`config.mk`:
```
export PLATFORM = sky130hd
export DESIGN_NAME = job_ring_ctrl
export DESIGN_NICKNAME = d
export VERILOG_FILES = /design/src/rtl/jr_pkg.sv /design/src/rtl/jr_ring_ptr.sv /design/src/rtl/jr_irq_ctl.sv /design/src/rtl/job_ring_ctrl.sv
export SDC_FILE = /design/constraint.sdc
export NUM_CORES = 1
export LEC_CHECK = 0
export BUFFER_PORTS_ARGS = -buffer_cell sky130_fd_sc_hd__clkbuf_2
export CORE_ASPECT_RATIO = 1.1
export CORE_MARGIN = 2
export CORE_UTILIZATION = 55
export CTS_BUF_LIST = sky130_fd_sc_hd__clkbuf_16
export DETAILED_ROUTE_END_ITERATION = 6
export PLACE_DENSITY_LB_ADDON = 0.12
export SLEW_MARGIN = 20
export SYNTH_ARGS = -nofsm -noshare
export SYNTH_HDL_FRONTEND = slang
export SYNTH_SLANG_ARGS = --single-unit
```
`constraint.sdc`:
```
create_clock -name clk_i -period 9.08 [get_ports clk_i]
set_clock_uncertainty 0.2 [all_clocks]
set_input_delay 1.816 -clock clk_i [delete_from_list [all_inputs] [get_ports clk_i]]
set_output_delay 1.816 -clock clk_i [all_outputs]
set_load 0.005 [all_outputs]
```
`src/rtl/jr_pkg.sv`:
```
package jr_pkg;
  localparam logic [3:0] REG_IN_BASE_HI  = 4'd0;
  localparam logic [3:0] REG_IN_BASE_LO  = 4'd1;
  localparam logic [3:0] REG_OUT_BASE_HI = 4'd2;
  localparam logic [3:0] REG_OUT_BASE_LO = 4'd3;
  localparam logic [3:0] REG_RING_LOG2   = 4'd4;
  localparam logic [3:0] REG_IN_FREE     = 4'd5;
  localparam logic [3:0] REG_IN_ADD      = 4'd6;
  localparam logic [3:0] REG_OUT_FILL    = 4'd7;
  localparam logic [3:0] REG_OUT_REMOVE  = 4'd8;
  localparam logic [3:0] REG_IRQ_STAT    = 4'd9;
  localparam logic [3:0] REG_ERR_STAT    = 4'd10;
  localparam logic [3:0] REG_CMD         = 4'd11;
  localparam logic [3:0] REG_COALESCE    = 4'd12;

  typedef struct packed {
    logic err;
    logic done;
  } irq_stat_t;

  typedef struct packed {
    logic rmv_over;
    logic add_over;
  } err_stat_t;
endpackage

```
`src/rtl/jr_ring_ptr.sv`:
```
module jr_ring_ptr #(
  parameter int unsigned IDX_W = 4
) (
  input  logic             clk_i,
  input  logic             rst_ni,
  input  logic             clr_i,
  input  logic             adv_i,
  input  logic [IDX_W-1:0] mask_i,
  output logic [IDX_W-1:0] idx_o
);
  logic [IDX_W-1:0] idx_q;

  always_ff @(posedge clk_i or negedge rst_ni) begin
    if (!rst_ni)     idx_q <= '0;
    else if (clr_i)  idx_q <= '0;
    else if (adv_i)  idx_q <= (idx_q + 1'b1) & mask_i;
  end

  assign idx_o = idx_q;

  // index never escapes the active ring size
  assert_wrap_R4: assert property (@(posedge clk_i) disable iff (!rst_ni)
    (idx_q & ~mask_i) == '0);
endmodule

```
`src/rtl/jr_irq_ctl.sv`:
```
module jr_irq_ctl import jr_pkg::*; #(
  parameter int unsigned COAL_W = 8
) (
  input  logic              clk_i,
  input  logic              rst_ni,
  input  logic              done_evt_i,
  input  logic              err_evt_i,
  input  logic              thr_wr_i,
  input  logic [COAL_W-1:0] thr_i,
  input  logic              clr_wr_i,
  input  logic [1:0]        clr_mask_i,
  output irq_stat_t         stat_o,
  output logic [COAL_W-1:0] thr_o,
  output logic              irq_o
);
  logic [COAL_W-1:0] thr_q, cnt_q;
  irq_stat_t         stat_q;
  logic [COAL_W:0]   thr_eff, cnt_inc;
  logic              fire;

  assign thr_eff = (thr_q == '0) ? (COAL_W+1)'(1) : {1'b0, thr_q};
  assign cnt_inc = {1'b0, cnt_q} + 1'b1;
  assign fire    = done_evt_i && (cnt_inc >= thr_eff);

  always_ff @(posedge clk_i or negedge rst_ni) begin
    if (!rst_ni) begin
      thr_q  <= COAL_W'(1);
      cnt_q  <= '0;
      stat_q <= '0;
    end else begin
      if (thr_wr_i) thr_q <= thr_i;
      if (thr_wr_i)        cnt_q <= '0;
      else if (fire)       cnt_q <= '0;
      else if (done_evt_i) cnt_q <= cnt_inc[COAL_W-1:0];
      stat_q <= (stat_q & ~(clr_wr_i ? irq_stat_t'(clr_mask_i) : irq_stat_t'(2'b00)))
              | irq_stat_t'({err_evt_i, fire});
    end
  end

  assign stat_o = stat_q;
  assign thr_o  = thr_q;
  assign irq_o  = stat_q.err | stat_q.done;

  assert_clr_R10: assert property (@(posedge clk_i) disable iff (!rst_ni)
    (clr_wr_i && clr_mask_i == 2'b11 && !done_evt_i && !err_evt_i) |=> !irq_o);
  assert_err_set_R3: assert property (@(posedge clk_i) disable iff (!rst_ni)
    err_evt_i |=> stat_o.err);
endmodule

```
`src/rtl/job_ring_ctrl.sv`:
```
module job_ring_ctrl import jr_pkg::*; #(
  parameter int unsigned ADDR_W     = 40,
  parameter int unsigned MAX_LOG2   = 4,
  parameter int unsigned DESC_SHIFT = 4,
  parameter int unsigned COAL_W     = 8
) (
  input  logic              clk_i,
  input  logic              rst_ni,
  input  logic              reg_we_i,
  input  logic [3:0]        reg_addr_i,
  input  logic [31:0]       reg_wdata_i,
  output logic [31:0]       reg_rdata_o,
  output logic              job_valid_o,
  input  logic              job_ready_i,
  output logic [ADDR_W-1:0] job_addr_o,
  input  logic              done_i,
  output logic              done_ready_o,
  output logic              post_valid_o,
  output logic [ADDR_W-1:0] post_addr_o,
  output logic [ADDR_W-1:0] post_data_o,
  output logic              irq_o
);
  localparam int unsigned IDX_W = MAX_LOG2;
  localparam int unsigned CNT_W = MAX_LOG2 + 1;
  localparam int unsigned LOG_W = $clog2(MAX_LOG2 + 1);
  localparam int unsigned HI_W  = ADDR_W - 32;

  logic [HI_W-1:0]   in_hi_q, out_hi_q;
  logic [31:0]       in_lo_q, out_lo_q;
  logic [LOG_W-1:0]  log2_q;
  logic              en_q;
  logic [CNT_W-1:0]  pend_q, infl_q, fill_q;
  err_stat_t         err_q;

  logic [CNT_W-1:0]  sz, sz_m1, avail, add_eff, rmv_eff;
  logic [IDX_W-1:0]  mask, disp_idx, done_idx, tail_idx;
  logic              wr_add, wr_rmv, wr_size, wr_irq, wr_err, wr_coal;
  logic              add_over, rmv_over, disp, done_acc, size_clr;
  logic [ADDR_W-1:0] in_base, out_base, done_slot, out_slot;
  irq_stat_t         irq_stat;
  logic [COAL_W-1:0] coal_thr;
  logic              post_valid_q;
  logic [ADDR_W-1:0] post_addr_q, post_data_q;

  assign sz    = CNT_W'(1) << log2_q;
  assign sz_m1 = sz - 1'b1;
  assign mask  = sz_m1[IDX_W-1:0];
  assign avail = sz - pend_q - infl_q;

  assign wr_add  = reg_we_i && reg_addr_i == REG_IN_ADD;
  assign wr_rmv  = reg_we_i && reg_addr_i == REG_OUT_REMOVE;
  assign wr_size = reg_we_i && reg_addr_i == REG_RING_LOG2;
  assign wr_irq  = reg_we_i && reg_addr_i == REG_IRQ_STAT;
  assign wr_err  = reg_we_i && reg_addr_i == REG_ERR_STAT;
  assign wr_coal = reg_we_i && reg_addr_i == REG_COALESCE;

  // count doorbells clamp to what the ring can take
  assign add_over = wr_add && (reg_wdata_i > 32'(avail));
  assign add_eff  = !wr_add ? '0 : (add_over ? avail : reg_wdata_i[CNT_W-1:0]);
  assign rmv_over = wr_rmv && (reg_wdata_i > 32'(fill_q));
  assign rmv_eff  = !wr_rmv ? '0 : (rmv_over ? fill_q : reg_wdata_i[CNT_W-1:0]);
  assign size_clr = wr_size && !en_q;

  assign job_valid_o  = en_q && (pend_q != '0);
  assign disp         = job_valid_o && job_ready_i;
  assign done_ready_o = (infl_q != '0) && (fill_q != sz);
  assign done_acc     = done_i && done_ready_o;

  assign in_base   = {in_hi_q, in_lo_q};
  assign out_base  = {out_hi_q, out_lo_q};
  assign job_addr_o = in_base  + (ADDR_W'(disp_idx) << DESC_SHIFT);
  assign done_slot  = in_base  + (ADDR_W'(done_idx) << DESC_SHIFT);
  assign out_slot   = out_base + (ADDR_W'(tail_idx) << DESC_SHIFT);

  jr_ring_ptr #(.IDX_W(IDX_W)) i_disp_ptr (
    .clk_i, .rst_ni, .clr_i(size_clr), .adv_i(disp), .mask_i(mask), .idx_o(disp_idx));
  jr_ring_ptr #(.IDX_W(IDX_W)) i_done_ptr (
    .clk_i, .rst_ni, .clr_i(size_clr), .adv_i(done_acc), .mask_i(mask), .idx_o(done_idx));
  jr_ring_ptr #(.IDX_W(IDX_W)) i_tail_ptr (
    .clk_i, .rst_ni, .clr_i(size_clr), .adv_i(done_acc), .mask_i(mask), .idx_o(tail_idx));

  jr_irq_ctl #(.COAL_W(COAL_W)) i_irq (
    .clk_i, .rst_ni,
    .done_evt_i(done_acc),
    .err_evt_i (add_over | rmv_over),
    .thr_wr_i  (wr_coal),
    .thr_i     (reg_wdata_i[COAL_W-1:0]),
    .clr_wr_i  (wr_irq),
    .clr_mask_i(reg_wdata_i[1:0]),
    .stat_o    (irq_stat),
    .thr_o     (coal_thr),
    .irq_o     (irq_o));

  always_ff @(posedge clk_i or negedge rst_ni) begin
    if (!rst_ni) begin
      in_hi_q  <= '0;
      in_lo_q  <= '0;
      out_hi_q <= '0;
      out_lo_q <= '0;
      log2_q   <= LOG_W'(MAX_LOG2);
      en_q     <= 1'b0;
      pend_q   <= '0;
      infl_q   <= '0;
      fill_q   <= '0;
      err_q    <= '0;
    end else begin
      if (reg_we_i && reg_addr_i == REG_IN_BASE_HI)  in_hi_q  <= reg_wdata_i[HI_W-1:0];
      if (reg_we_i && reg_addr_i == REG_IN_BASE_LO)  in_lo_q  <= reg_wdata_i;
      if (reg_we_i && reg_addr_i == REG_OUT_BASE_HI) out_hi_q <= reg_wdata_i[HI_W-1:0];
      if (reg_we_i && reg_addr_i == REG_OUT_BASE_LO) out_lo_q <= reg_wdata_i;
      if (reg_we_i && reg_addr_i == REG_CMD)         en_q     <= reg_wdata_i[0];
      if (size_clr)
        log2_q <= (reg_wdata_i > 32'(MAX_LOG2)) ? LOG_W'(MAX_LOG2) : reg_wdata_i[LOG_W-1:0];
      pend_q <= pend_q + add_eff - CNT_W'(disp);
      infl_q <= infl_q + CNT_W'(disp) - CNT_W'(done_acc);
      fill_q <= fill_q + CNT_W'(done_acc) - rmv_eff;
      err_q  <= (err_q & ~(wr_err ? err_stat_t'(reg_wdata_i[1:0]) : err_stat_t'(2'b00)))
              | err_stat_t'({rmv_over, add_over});
    end
  end

  always_ff @(posedge clk_i or negedge rst_ni) begin
    if (!rst_ni) begin
      post_valid_q <= 1'b0;
      post_addr_q  <= '0;
      post_data_q  <= '0;
    end else begin
      post_valid_q <= done_acc;
      if (done_acc) begin
        post_addr_q <= out_slot;
        post_data_q <= done_slot;
      end
    end
  end

  assign post_valid_o = post_valid_q;
  assign post_addr_o  = post_addr_q;
  assign post_data_o  = post_data_q;

  always_comb begin
    unique case (reg_addr_i)
      REG_IN_BASE_HI:  reg_rdata_o = 32'(in_hi_q);
      REG_IN_BASE_LO:  reg_rdata_o = in_lo_q;
      REG_OUT_BASE_HI: reg_rdata_o = 32'(out_hi_q);
      REG_OUT_BASE_LO: reg_rdata_o = out_lo_q;
      REG_RING_LOG2:   reg_rdata_o = 32'(log2_q);
      REG_IN_FREE:     reg_rdata_o = 32'(avail);
      REG_OUT_FILL:    reg_rdata_o = 32'(fill_q);
      REG_IRQ_STAT:    reg_rdata_o = 32'(irq_stat);
      REG_ERR_STAT:    reg_rdata_o = 32'(err_q);
      REG_CMD:         reg_rdata_o = 32'(en_q);
      REG_COALESCE:    reg_rdata_o = 32'(coal_thr);
      default:         reg_rdata_o = '0;
    endcase
  end

  assert_in_bound_R2: assert property (@(posedge clk_i) disable iff (!rst_ni)
    (32'(pend_q) + 32'(infl_q)) <= 32'(sz));
  assert_add_clamp_R3: assert property (@(posedge clk_i) disable iff (!rst_ni)
    (add_over && !done_acc) |=> avail == '0);
  assert_off_no_job_R5: assert property (@(posedge clk_i) disable iff (!rst_ni)
    !en_q |-> !job_valid_o);
  assert_post_R6: assert property (@(posedge clk_i) disable iff (!rst_ni)
    done_acc |=> post_valid_o);
  assert_full_hold_R7: assert property (@(posedge clk_i) disable iff (!rst_ni)
    (fill_q == sz && !wr_rmv && !size_clr) |=> fill_q == $past(fill_q));
  assert_out_bound_R7: assert property (@(posedge clk_i) disable iff (!rst_ni)
    fill_q <= sz);
  assert_idle_done_R12: assert property (@(posedge clk_i) disable iff (!rst_ni)
    (done_i && infl_q == '0) |=> !post_valid_o);
endmodule

```
### After elaboration in Yosys (flattened, before gate mapping)

Index checks and enable logic that the tools add are counted.

* add/sub/neg operators: 16
* $lt $le $gt $ge: 4
* equal/unequal tests: 13
* shift operators: 1
* muxes and demuxes: 18
* bitwise operators: 11
* reductions and logical operators: 27

Operator list (number)
* $pmux W32 S11: 1
* $add A40 B8 Y40: 3
* $gt A32 B5 Y1: 2
* $gt A32 B3 Y1 const B: 1
* $mux W8: 4
* $mux W4: 6
* $eq A4 B4 Y1 const B: 5
* $mux W5: 4
* $logic_and A1 B1 Y1: 19
* $eq A4 B3 Y1 const B: 4
* $sub A5 B5 Y5: 3
* $add A4 B1 Y4 const B: 3
* $and A4 B4 Y4: 3
* $add A5 B1 Y5: 2
* $reduce_bool A5 Y1: 2
* $sub A5 B1 Y5: 2
* $add A8 B1 Y9 const B: 1
* $ge A9 B9 Y1: 1
* $eq A4 B2 Y1 const B: 2
* $logic_not A8 Y1: 1
* $add A5 B5 Y5: 1
* $ne A5 B5 Y1: 1
* $shl A1 B3 Y5 const A: 1
* $and A2 B2 Y2: 2
* 11 further kinds: 16

* flip-flop bits (word level): 212
* word-level logic and storage cells: 111

### Depth between registers and ports, before layout

Gate-level depths: netlist of run 1.

* depth in word-level cells: 9
* gate-level depth with buffers: 23

### Modules after synthesis

From an unflattened synthesis of run 1, not the netlist that was laid out.

* cell total of the unflattened synthesis: 1330
* area, all modules: 12721.0 µm²

Modules (own cells, without submodules)
* job_ring_ctrl: instances 1, cells an instance 1154, area an instance 11025.6 µm², seq. area each 4555.6 µm²
* jr_irq_ctl: instances 1, cells an instance 113, area an instance 1083.5 µm², seq. area each 451.7 µm²
* jr_ring_ptr: instances 3, cells an instance 21, area an instance 203.9 µm², seq. area each 100.1 µm²

### Least setup slack after synthesis of run 1

OpenSTA, ideal clock, no wires.

* kind: register to register
* from: reg log2_q[2]
* to: reg pend_q[4]
* setup time: 0.082 ns
* arrival: 4.972 ns
* data required time: 8.798 ns
* slack: 3.826 ns
* stages on the path, launching flop included: 23
* path buffers: 1
* period minus slack after synthesis: 5.254 ns
* cells stage by stage: dfstp_2 -> clkbuf_1 -> nor3_1 -> fa_1 -> ha_1 -> a31o_2 -> a21oi_1 -> xor2_1 -> ha_1 -> nand3_1 -> o221ai_1 -> a2111oi_4 -> mux2_2 -> nand2_1 -> ha_1 -> inv_1 -> ha_1 -> fa_1 -> a21o_1 -> a21oi_1 -> xnor2_1 -> a21oi_1 -> a31oi_1

* cells in the longest elaborated chain, start to end: 9

Ends and longest elaborated chain
* start, declared: RTL line job_ring_ctrl.sv:30 `logic [LOG_W-1:0] log2_q;`
* start signal, assigned: RTL line job_ring_ctrl.sv:100 `log2_q <= LOG_W'(MAX_LOG2);`
* start signal, assigned: RTL line job_ring_ctrl.sv:113 `log2_q <= (reg_wdata_i > 32'(MAX_LOG2)) ? LOG_W'(MAX_LOG2) : reg_wdata_i[LOG_W-1:0];`
* $shl A1 B3 Y5 (*): RTL line job_ring_ctrl.sv:45 `assign sz = CNT_W'(1) << log2_q;`
* $sub A5 B5 Y5 (*) (2 in a row): RTL line job_ring_ctrl.sv:48 `assign avail = sz - pend_q - infl_q;`
* $gt A32 B5 Y1: RTL line job_ring_ctrl.sv:58 `assign add_over = wr_add && (reg_wdata_i > 32'(avail));`
* $logic_and A1 B1 Y1: RTL line job_ring_ctrl.sv:58
* $mux W5 (*) (2 in a row): RTL line job_ring_ctrl.sv:59 `assign add_eff = !wr_add ? '0 : (add_over ? avail : reg_wdata_i[CNT_W-1:0]);`
* $add A5 B5 Y5 (*): RTL line job_ring_ctrl.sv:114 `pend_q <= pend_q + add_eff - CNT_W'(disp);`
* $sub A5 B1 Y5 (*): RTL line job_ring_ctrl.sv:114
* end signal, assigned: RTL line job_ring_ctrl.sv:114
* end, declared: RTL line job_ring_ctrl.sv:32 `logic [CNT_W-1:0] pend_q, infl_q, fill_q;`

Mark *: on every way between the ends. The rest lies on a longest branch, timed or not.
A chain may end at the register's enable or synchronous reset.

### Worst setup path in the final report of run 1

* from: reg log2_q[0]
* to: reg pend_q[4]

The elaborated chain is that of the path after synthesis.

==> flow_summary.toml, run 1 <==
[routing]
viasPerCell = 5.87
drc = 6
wirelength_um = 35300
dr.pass1.iters = 7
initialDrtViolationCount = 715
postRouteAntennaNets = 0
post_drt_wl_per_cell_um = 19.9
vias = 10400

[power_and_ir_drop]
pwr-share-seq = 0.368
p_leak_nw = 6.79
peakVddDrop_uv = 174
combPwrFrac = 0.398
swShare = 0.382
power_frac_clock = 0.234
switching_power_w = 0.00168
power.internal_w = 0.00271
p_per_area_nw_per_um2 = 299

[cts]
clockRootBuffer = "clkbuf_16"
path_clk_slew_ps = 60
cts_buffers = 24
hold_buffers = 0
clock_path_buffers = 3
post_cts_resized = 0
cts_sinks = 212
clk-insertion-delay-late_ps = 520
cts_tree = "built"
htree_num_levels = 1
post_cts_buffers = 0

[setup_path]
required_ps = 9320
slowest_delay_ps = 560
end_kind = "register"
start_kind = "register"
cp_num_buf_inv = 2
cp_cell_sequence = "nor3_1, fa_1, inv_1, fa_1, nand2b_1, a21oi_1, xnor2_1, ha_1, o22a_1, a2111oi_4, mux2_2, nand2_1, ha_1, inv_1, ha_1, fa_1, a21o_1, a21oi_1, xnor2_1, a21oi_1, a31oi_1"
slowest_stage = "a2111oi_4"
crit_start = "log2_q[0]$_DFFE_PN0P_"
r2r_start = "log2_q[0]$_DFFE_PN0P_"
crit_fanout = 11
cp_top_family = "adder cells"
critPathArrivalTime_ps = 5960
path_class = "register to register"

[timing]
period_share = 0.630
rsz0062_at_grt = "false"
timing_hold_violations_final = 0
relSlewSlack = 0.377
setup_tns_ps = 0
finalSetupViolations = 0
slew_viol_final = 0
fin_crit_ps = 5720
max_freq_mhz = 175
worstMarginPinSlew_ps = 934

[flow_run]
maxCapViolations = 0

[logic_synthesis]
synthFlopType = "dfrtp_1"
async_flop_share = 1.00
ys_ff_latch = 212
syn_inst = 1306
syn_avg_cell_area_sq_um = 9.75
syn_nets = 1417
synth_edf_count = 0
synth_warnings = 0
syn_area_sq_um = 12700
yosysSeqAreaShare = 0.417
synth.distinct_cells = 75

[global_route]
grt_start_max_net_pins = 168
gr-total-overflow = 0
grt_usage = 0.288
grt_pass1_vias = 9945
antenna_found_initial = 0
grt_pass1_wl_um = 55100

[floorplan]
fp.dieW_um = 149
start_util = 0.559
core_sq_um = 22800
rows = 58
die_h_um = 164
ios = 197
dieArea_sq_um = 24400

[finish]
nNetsFinal = 1570
final_area_sq_um = 14700
drive_above_1_share = 0.235
area_growth_pct = 15.1
diodes = 0

[run_status]
status = "finished with violations"
violations = "DRC"

[placed_design]
hpwlAfterDp_um = 25800
io_buffers = 196
placed_area_sq_um = 13800
globalplace.congestion = 0.918

[min_path]
hp-start = "post_addr_o[4]$_DFFE_PN0P_"
min_path_type = "register to register"
## cells in the final DEF (no fill, tap or decap), types with 29 or more instances in the layout
| master | synthesis | routed |
|---|---|---|
| mux2_2 | 86 | 86 |
| o21ai_0 | 43 | 43 |
| dfrtp_1 | 210 | 210 |
| a22o_1 | 29 | 29 |
| ha_1 | 60 | 60 |
| clkbuf_2 | 1 | 195 |
| xnor2_1 | 67 | 67 |
| xor2_1 | 54 | 54 |
| nand2_1 | 92 | 92 |
| nand3_1 | 54 | 54 |
| inv_1 | 62 | 66 |
| nor2_1 | 127 | 127 |
| a21oi_1 | 87 | 87 |
## kinds of logic (layout without fill, tap and decap cells)
kind of cell,count (synthesis),in the layout,share of synthesized area
AO/OA/AOI/OAI,225,225,0.114
XOR/XNOR,122,122,0.0850
adder cells (fa/ha/maj),70,70,0.0747
buffers and inverters,139,309,0.0453
flip-flops,212,212,0.417
multiplexers,105,105,0.0949
AND/OR/NAND/NOR,433,433,0.169
## stage by stage
step	hold slack, ps	setup slack [ps]	utilization	power (W)	cells
finish	300	3360	0.643	0.00439	1776
global route	312	2990	0.643	0.00471	1776
CTS	296	3400	0.643	0.00440	1776
detailed placement	280	3410	0.607	0.00335	1733
global placement	267	3550	0.607	0.00329	1733
floorplan	244	3830	-	0.00273	1306
## metal layers
metal | up-vias | track usage | share of wire
li1 | 4878 | - | -
met1 | 5107 | 0.417 | 0.45
met2 | 356 | 0.453 | 0.46
met3 | 78 | 0.0302 | 0.054
met4 | 0 | 0.103 | 0.035
met5 | - | 0 | 0
## Yosys cell counts (all sizes together) (3+ instances only)
master	number	area, sq um
and4	6	52.6
nor4	11	75.1
dfrtp	210	5260
clkbuf	49	185
inv	63	236
nand2	94	358
nand2b	14	87.6
mux2	93	1050
a21o	15	113
ha	60	751
xor2	54	473
or2	3	18.8
o21ai	43	215
a21oi	87	435
o22ai	4	25.0
o31ai	4	30.0
xnor2	67	587
mux4	3	67.6
a22oi	5	37.5
fa	10	200
nand3	54	270
or3	7	50.1
mux2i	9	90.1
and3	18	113
a32o	9	90.1
nand4	24	150
nor2	128	483
a31oi	3	18.8
a22o	29	254
a221oi	3	26.3
nand3b	3	22.5
nor3	23	135
a211oi	3	22.5
nor2b	19	119
and2	12	75.1
nor3b	11	87.6
buf	27	155
## final cells by class
cell class	instances	area [sq um]
Clock buffer	25	626
Multi-Input combinational cell	955	6850
Clock inverter	18	209
Sequential cell	212	5310
Timing Repair Buffer	203	1050
Inverter	63	239
Tap cell	300	375
Fill cell	1918	8130
## state kept, by name, indices dropped and copies added, names as in the netlist, 5 cells and up
| name | count |
|---|---|
| pend_q | 5 |
| out_lo_q | 32 |
| i_irq.cnt_q | 8 |
| in_hi_q | 8 |
| post_addr_o | 40 |
| out_hi_q | 8 |
| infl_q | 5 |
| post_data_o | 40 |
| in_lo_q | 32 |
| i_irq.thr_o | 8 |
| fill_q | 5 |
## final timing paths
| check | end | slack [ps] | cells after the start |
|---|---|---|---|
| min in group asynchronous | i_irq.cnt_q[1]$_DFFE_PN0P_ | 1030 | 1 |
| worst max-delay path | pend_q[4]$_DFF_PN0_ | 3360 | 21 |
| worst min register to register | post_addr_o[4]$_DFFE_PN0P_ | 300 | 1 |
| worst max register to register | pend_q[4]$_DFF_PN0_ | 3360 | 21 |
| max in group asynchronous | in_lo_q[16]$_DFFE_PN0P_ | 6410 | 2 |
| worst min-delay path | post_addr_o[4]$_DFFE_PN0P_ | 300 | 1 |
## worst reg2reg max path: stages (launching register included)
cell	delay (ps)
dfrtp_1	520
nor3_1	550
fa_1	310
inv_1	60
fa_1	410
nand2b_1	160
a21oi_1	170
xnor2_1	230
ha_1	320
o22a_1	230
a2111oi_4	560
mux2_2	250
nand2_1	60
ha_1	300
inv_1	40
ha_1	190
fa_1	410
a21o_1	170
a21oi_1	160
xnor2_1	150
a21oi_1	60
a31oi_1	140
## power by group through the flow
stage / clock network, W / logic [W] / registers (W)
5_1_grt: 0.00108 / 0.00198 / 0.00165
3_3_place_gp: 0 / 0.00168 / 0.00161
6_report: 0.00103 / 0.00175 / 0.00162
4_1_cts: 0.00104 / 0.00175 / 0.00161
2_1_floorplan: 0 / 0.00126 / 0.00147
3_5_place_dp: 0 / 0.00174 / 0.00162
(Power assumes the default switching activity.)
==> run 2: changes to the inputs <==
==> constraint.sdc (replaced) <==
create_clock -name clk_i -period 5.7 [get_ports clk_i]
set_clock_uncertainty 0.2 [all_clocks]
set_input_delay 1.14 -clock clk_i [delete_from_list [all_inputs] [get_ports clk_i]]
set_output_delay 1.14 -clock clk_i [all_outputs]
set_load 0.005 [all_outputs]
==> run 2 against run 1 <==
The flow now finishes without violations. Cell area decreased by 0.55%. Clock-buffer cell count unchanged. Utilization decreased by 0.35 points. Via count decreased by 0.32%. Sequential power increased by 57%. Wire length decreased by 2.4%. Cell count increased by 0.23%. First-iteration DRC count decreased by 8.7%. Register-to-register slack got worse by 3100 ps. Die area unchanged. Critical path type unchanged. Largest cell class unchanged. Largest power group unchanged.
==> flow_summary.toml, run 2 (synthesis results as in run 1) <==
[run_status]
status = "complete, no violations"

[floorplan]
fp.dieW_um = 149
core_sq_um = 22800
die_h_um = 164
dieArea_sq_um = 24400
rows = 58
ios = 197
start_util = 0.559

[timing]
worstMarginPinSlew_ps = 947
fin_crit_ps = 5400
slew_viol_final = 0
relSlewSlack = 0.369
rsz0062_at_grt = "false"
max_freq_mhz = 185
setup_tns_ps = 0
finalSetupViolations = 0
timing_hold_violations_final = 0
period_share = 0.947

[setup_path]
required_ps = 5930
r2r_slack_ps = 300
ff2ff_path_depth = 22
slowest_delay_ps = 690
crit_fanout = 15
worst_r2r_endpoint = "pend_q[4]$_DFF_PN0_"
start_kind = "register"
end_kind = "register"
path_class = "register to register"
r2r_start = "log2_q[2]$_DFFE_PN1P_"
slowest_stage = "dfstp_2"
critPathArrivalTime_ps = 5630
cp_cell_sequence = "nor3_2, fa_1, ha_1, a31o_2, a21oi_1, xor2_1, ha_1, nand3_1, o221ai_1, a2111oi_4, buf_4, nand2_1, o21ai_0, nand2_1, ha_1, inv_1, fa_1, a21o_1, a21oi_1, xnor2_1, a21oi_1, a31oi_1"

[finish]
final_cell_mix = "210 x dfrtp_1, 195 x clkbuf_2, 127 x nor2_1, 92 x nand2_1, 87 x a21oi_1"
layout_commonest_cell = "dfrtp_1"
drive_above_1_share = 0.235
area_growth_pct = 14.5
fill_cells = 1901
nNetsFinal = 1572
fin_util = 0.640

[cts]
cts_buffers = 24
clockRootBuffer = "clkbuf_16"
cts_sinks = 212
clk-insertion-delay-late_ps = 520
post_cts_buffers = 0
cts_tree = "built"
post_cts_resized = 0
hold_buffers = 0
clock_path_buffers = 3
htree_num_levels = 1
path_clk_slew_ps = 60

[placed_design]
globalplace.congestion = 0.918
io_buffers = 196
hpwlAfterDp_um = 25200

[routing]
dr.pass1.iters = 7
viasPerCell = 5.83
initialDrtViolationCount = 653
vias = 10400
drc = 0
postRouteAntennaNets = 0
post_drt_wl_per_cell_um = 19.4
wirelength_um = 34500

[power_and_ir_drop]
peakVddDrop_uv = 273
p_leak_nw = 6.77
p_per_area_nw_per_um2 = 464

[min_path]
worstHoldEndpoint = "post_addr_o[3]$_DFFE_PN0P_"
hp-start = "post_addr_o[3]$_DFFE_PN0P_"
hold_depth = 1
min_path_type = "register to register"

[global_route]
busiest_layer = "met2"
use_met3 = 0.0399
grt_pass1_wl_um = 54200
grt_usage = 0.285
gr-total-overflow = 0
grt_pass1_vias = 9890
antenna_found_initial = 1
met1_usage = 0.405
grt_use_met2 = 0.453
grt_start_max_net_pins = 111

[flow_run]
maxCapViolations = 0
run 2: cell count changes in the layout (fill, tap and decap cells not counted), moves of 2 or more:
cell | previous run | this run
bufinv_16 | 5 | 1
clkinv_1 | 5 | 9
buf_4 | 6 | 8
clkinv_2 | 2 | 4
run 2: stage by stage:
step | cells | area (sq um) | power, W | hold WS (ps) | setup slack [ps]
floorplan | 1306 | 12700 | 0.00434 | 244 | 446
global placement | 1735 | 13800 | 0.00522 | 262 | 429
detailed placement | 1735 | 13800 | 0.00532 | 275 | 249
CTS | 1779 | 14600 | 0.00680 | 288 | 210
global route | 1779 | 14600 | 0.00728 | 301 | 40.0
finish | 1780 | 14600 | 0.00677 | 281 | 301
run 2: area by class of cell:
| cell class | count | area, sq um | share of cell area |
|---|---|---|---|
| inverters | 63 | 239 | 0.0164 |
| well taps | 300 | 375 | 0.0257 |
| diodes | 1 | 2.50 | 0.000172 |
| clock buffers | 25 | 626 | 0.0429 |
| repair buffers | 205 | 1070 | 0.0734 |
| multi-input cells | 955 | 6850 | 0.470 |
| flip-flops and latches | 212 | 5310 | 0.364 |
| clock inverters | 19 | 106 | 0.00729 |
run 2: worst max path at each step:
stage,depth (start not counted),from,slack [ps],to
detailed placement,22,log2_q[0]$_DFFE_PN0P_,250,pend_q[4]$_DFF_PN0_
finish,22,log2_q[2]$_DFFE_PN1P_,300,pend_q[4]$_DFF_PN0_
floorplan,22,log2_q[2]$_DFFE_PN1P_,450,pend_q[4]$_DFF_PN0_
global route,22,log2_q[0]$_DFFE_PN0P_,40,pend_q[4]$_DFF_PN0_
global placement,22,log2_q[0]$_DFFE_PN0P_,430,pend_q[4]$_DFF_PN0_
CTS,22,log2_q[0]$_DFFE_PN0P_,210,pend_q[4]$_DFF_PN0_
run 2: routing by layer:
layer	vias to the layer above	routed length [um]
li1	4873	-
met1	5103	15500
met2	348	16000
met3	62	2010
met4	0	1010
met5	-	0
run 2: critical path: cells and delay by family (launching register included):
kind / cells / cell delay, ps
adders and majority gates: 5 / 1750
AOI/OAI and AO/OA: 9 / 1560
DFF: 1 / 690
xor gates and xnor gates: 2 / 490
and+or+nand+nor: 4 / 330
buffers and inverters: 2 / 270
run 2: power by group:
part | leakage, nW | total, W | internal [W] | switching, W
clock network | 0.373 | 0.00144 | 0.000832 | 0.000611
logic | 3.79 | 0.00277 | 0.00132 | 0.00145
registers | 2.60 | 0.00255 | 0.00198 | 0.000571
total | 6.77 | 0.00677 | 0.00414 | 0.00263
==> run 3: changes to the inputs <==
==> constraint.sdc (replaced) <==
create_clock -name clk_i -period 5.7 [get_ports clk_i]
set_clock_uncertainty 0.2 [all_clocks]
set_input_delay 0.57 -clock clk_i [delete_from_list [all_inputs] [get_ports clk_i]]
set_output_delay 0.57 -clock clk_i [all_outputs]
set_load 0.005 [all_outputs]
==> run 3 against run 2 <==
The run now ends with hold timing left. Hold slack worse by 300 ps. Maximum frequency up 1.9%. Via count down 0.66%. Non-clock buffer count up 2. Critical path type unchanged. Critical endpoint unchanged.
==> flow_summary.toml, run 3 (synthesis results as in run 1) <==
[routing]
vias = 10300
wirelength_um = 34500
drc = 0
dr.pass1.iters = 4
post_drt_wl_per_cell_um = 19.4
initialDrtViolationCount = 622
postRouteAntennaNets = 0
viasPerCell = 5.81

[power_and_ir_drop]
power.internal_w = 0.00413
pwr-share-seq = 0.376
switching_power_w = 0.00266
combPwrFrac = 0.419
p_leak_nw = 6.76
total_power_w = 0.00678
swShare = 0.392
power_frac_clock = 0.206
peakVddDrop_uv = 247
p_per_area_nw_per_um2 = 466

[run_status]
status = "finished with violations"
violations = "hold timing"

[timing]
rsz0062_at_grt = "false"
relSlewSlack = 0.328
fin_crit_ps = 5300
whs_ps = -23.8
setup_tns_ps = 0
max_freq_mhz = 189
finalSetupViolations = 0
period_share = 0.929
worstMarginPinSlew_ps = 1010
slew_viol_final = 0
timing_hold_violations_final = 34

[global_route]
grt_usage = 0.285
grt_pass1_wl_um = 54500
grt_start_max_net_pins = 114
antenna_found_initial = 0
gr-total-overflow = 0
grt_pass1_vias = 9887

[cts]
cts_tree = "built"
cts_buffers = 22
clock_path_buffers = 3
hold_buffers = 0
htree_num_levels = 1
clockRootBuffer = "clkbuf_16"
path_clk_slew_ps = 60
clk-insertion-delay-late_ps = 520
cts_sinks = 212

[setup_path]
cp_cell_sequence = "nor2b_1, and2_1, fa_1, ha_1, nor2_1, a21oi_1, xnor2_2, ha_1, nand2_1, o22a_1, a2111oi_4, buf_4, nand2_1, o21ai_0, nand2_1, ha_1, inv_1, fa_1, a21o_1, a21oi_1, xnor2_1, a21oi_1, a31oi_1"
path_class = "register to register"
end_kind = "register"
cp_top_family = "adder cells"
critPathArrivalTime_ps = 5530
slowest_delay_ps = 620
crit_fanout = 8
required_ps = 5930
start_kind = "register"
cp_num_buf_inv = 2
slowest_stage = "dfstp_2"

[flow_run]
maxCapViolations = 0

[placed_design]
io_buffers = 196
globalplace.congestion = 0.913
hpwlAfterDp_um = 25600

[finish]
nNetsFinal = 1572
final_cell_mix = "208 x dfrtp_1, 195 x clkbuf_2, 127 x nor2_1, 92 x nand2_1, 87 x a21oi_1"
layout_commonest_cell = "dfrtp_1"
drive_above_1_share = 0.238
area_growth_pct = 14.3
diodes = 0

[floorplan]
fp.dieW_um = 149
dieArea_sq_um = 24400
start_util = 0.559
ios = 197
rows = 58
core_sq_um = 22800
die_h_um = 164

[min_path]
min_path_type = "input pin to asynchronous set/reset pin"
==> run 3: power by group through the flow <==
| stage | Sequential, W | Clock (W) | Combinational, W |
|---|---|---|---|
| after detailed placement | 0.00256 | 0 | 0.00277 |
| after global routing | 0.00262 | 0.00148 | 0.00321 |
| final | 0.00255 | 0.00139 | 0.00284 |
| after global placement | 0.00254 | 0 | 0.00268 |
| after floorplan | 0.00234 | 0 | 0.00200 |
| after CTS | 0.00254 | 0.00142 | 0.00280 |
==> run 3: per-stage QoR <==
| step | instance area [sq um] | utilization | setup slack (ps) | cells |
|---|---|---|---|---|
| 2_1_floorplan | 12700 | - | 446 | 1306 |
| 3_3_place_gp | 13800 | 0.607 | 405 | 1735 |
| 3_5_place_dp | 13800 | 0.607 | 262 | 1735 |
| 4_1_cts | 14500 | 0.637 | 245 | 1775 |
| 5_1_grt | 14600 | 0.639 | 82.1 | 1777 |
| 6_report | 14600 | 0.639 | 404 | 1777 |
==> run 3: timing repair <==
item / 4_1_cts / 5_1_grt
endpoints found under the setup margin: 0 / 1
setup buffers: 0 / 2
gates resized for setup: 0 / 5
==> run 3: routing by layer <==
| layer | global-route usage | wire length, um | vias to the layer above |
|---|---|---|---|
| met3 | 0.0344 | 1870 | 67 |
| met2 | 0.447 | 15800 | 325 |
| met4 | 0.0918 | 1070 | 0 |
| li1 | - | - | 4883 |
| met1 | 0.413 | 15800 | 5042 |
| met5 | 0 | 0 | - |
==> run 3: path summary, 6_finish.rpt <==
path	from	endpoint	slack (ps)	cells after the start
max	log2_q[2]$_DFFE_PN1P_	pend_q[4]$_DFF_PN0_	400	23
min	rst_ni	i_irq.cnt_q[2]$_DFFE_PN0P_	-20	1
max reg2reg	log2_q[2]$_DFFE_PN1P_	pend_q[4]$_DFF_PN0_	400	23
min reg2reg	err_q[0]$_DFF_PN0_	err_q[0]$_DFF_PN0_	280	2
max in group asynchronous	rst_ni	in_hi_q[3]$_DFFE_PN0P_	3960	2
min in group clk_i	reg_wdata_i[15]	in_lo_q[15]$_DFFE_PN0P_	110	2
==> run 3: cell type report <==
class	instances	area [sq um]
Clock buffer	22	551
Clock inverter	18	138
Fill cell	1910	8230
Inverter	63	239
Multi-Input combinational cell	955	6870
Sequential cell	212	5310
Tap cell	300	375
Timing Repair Buffer	207	1070
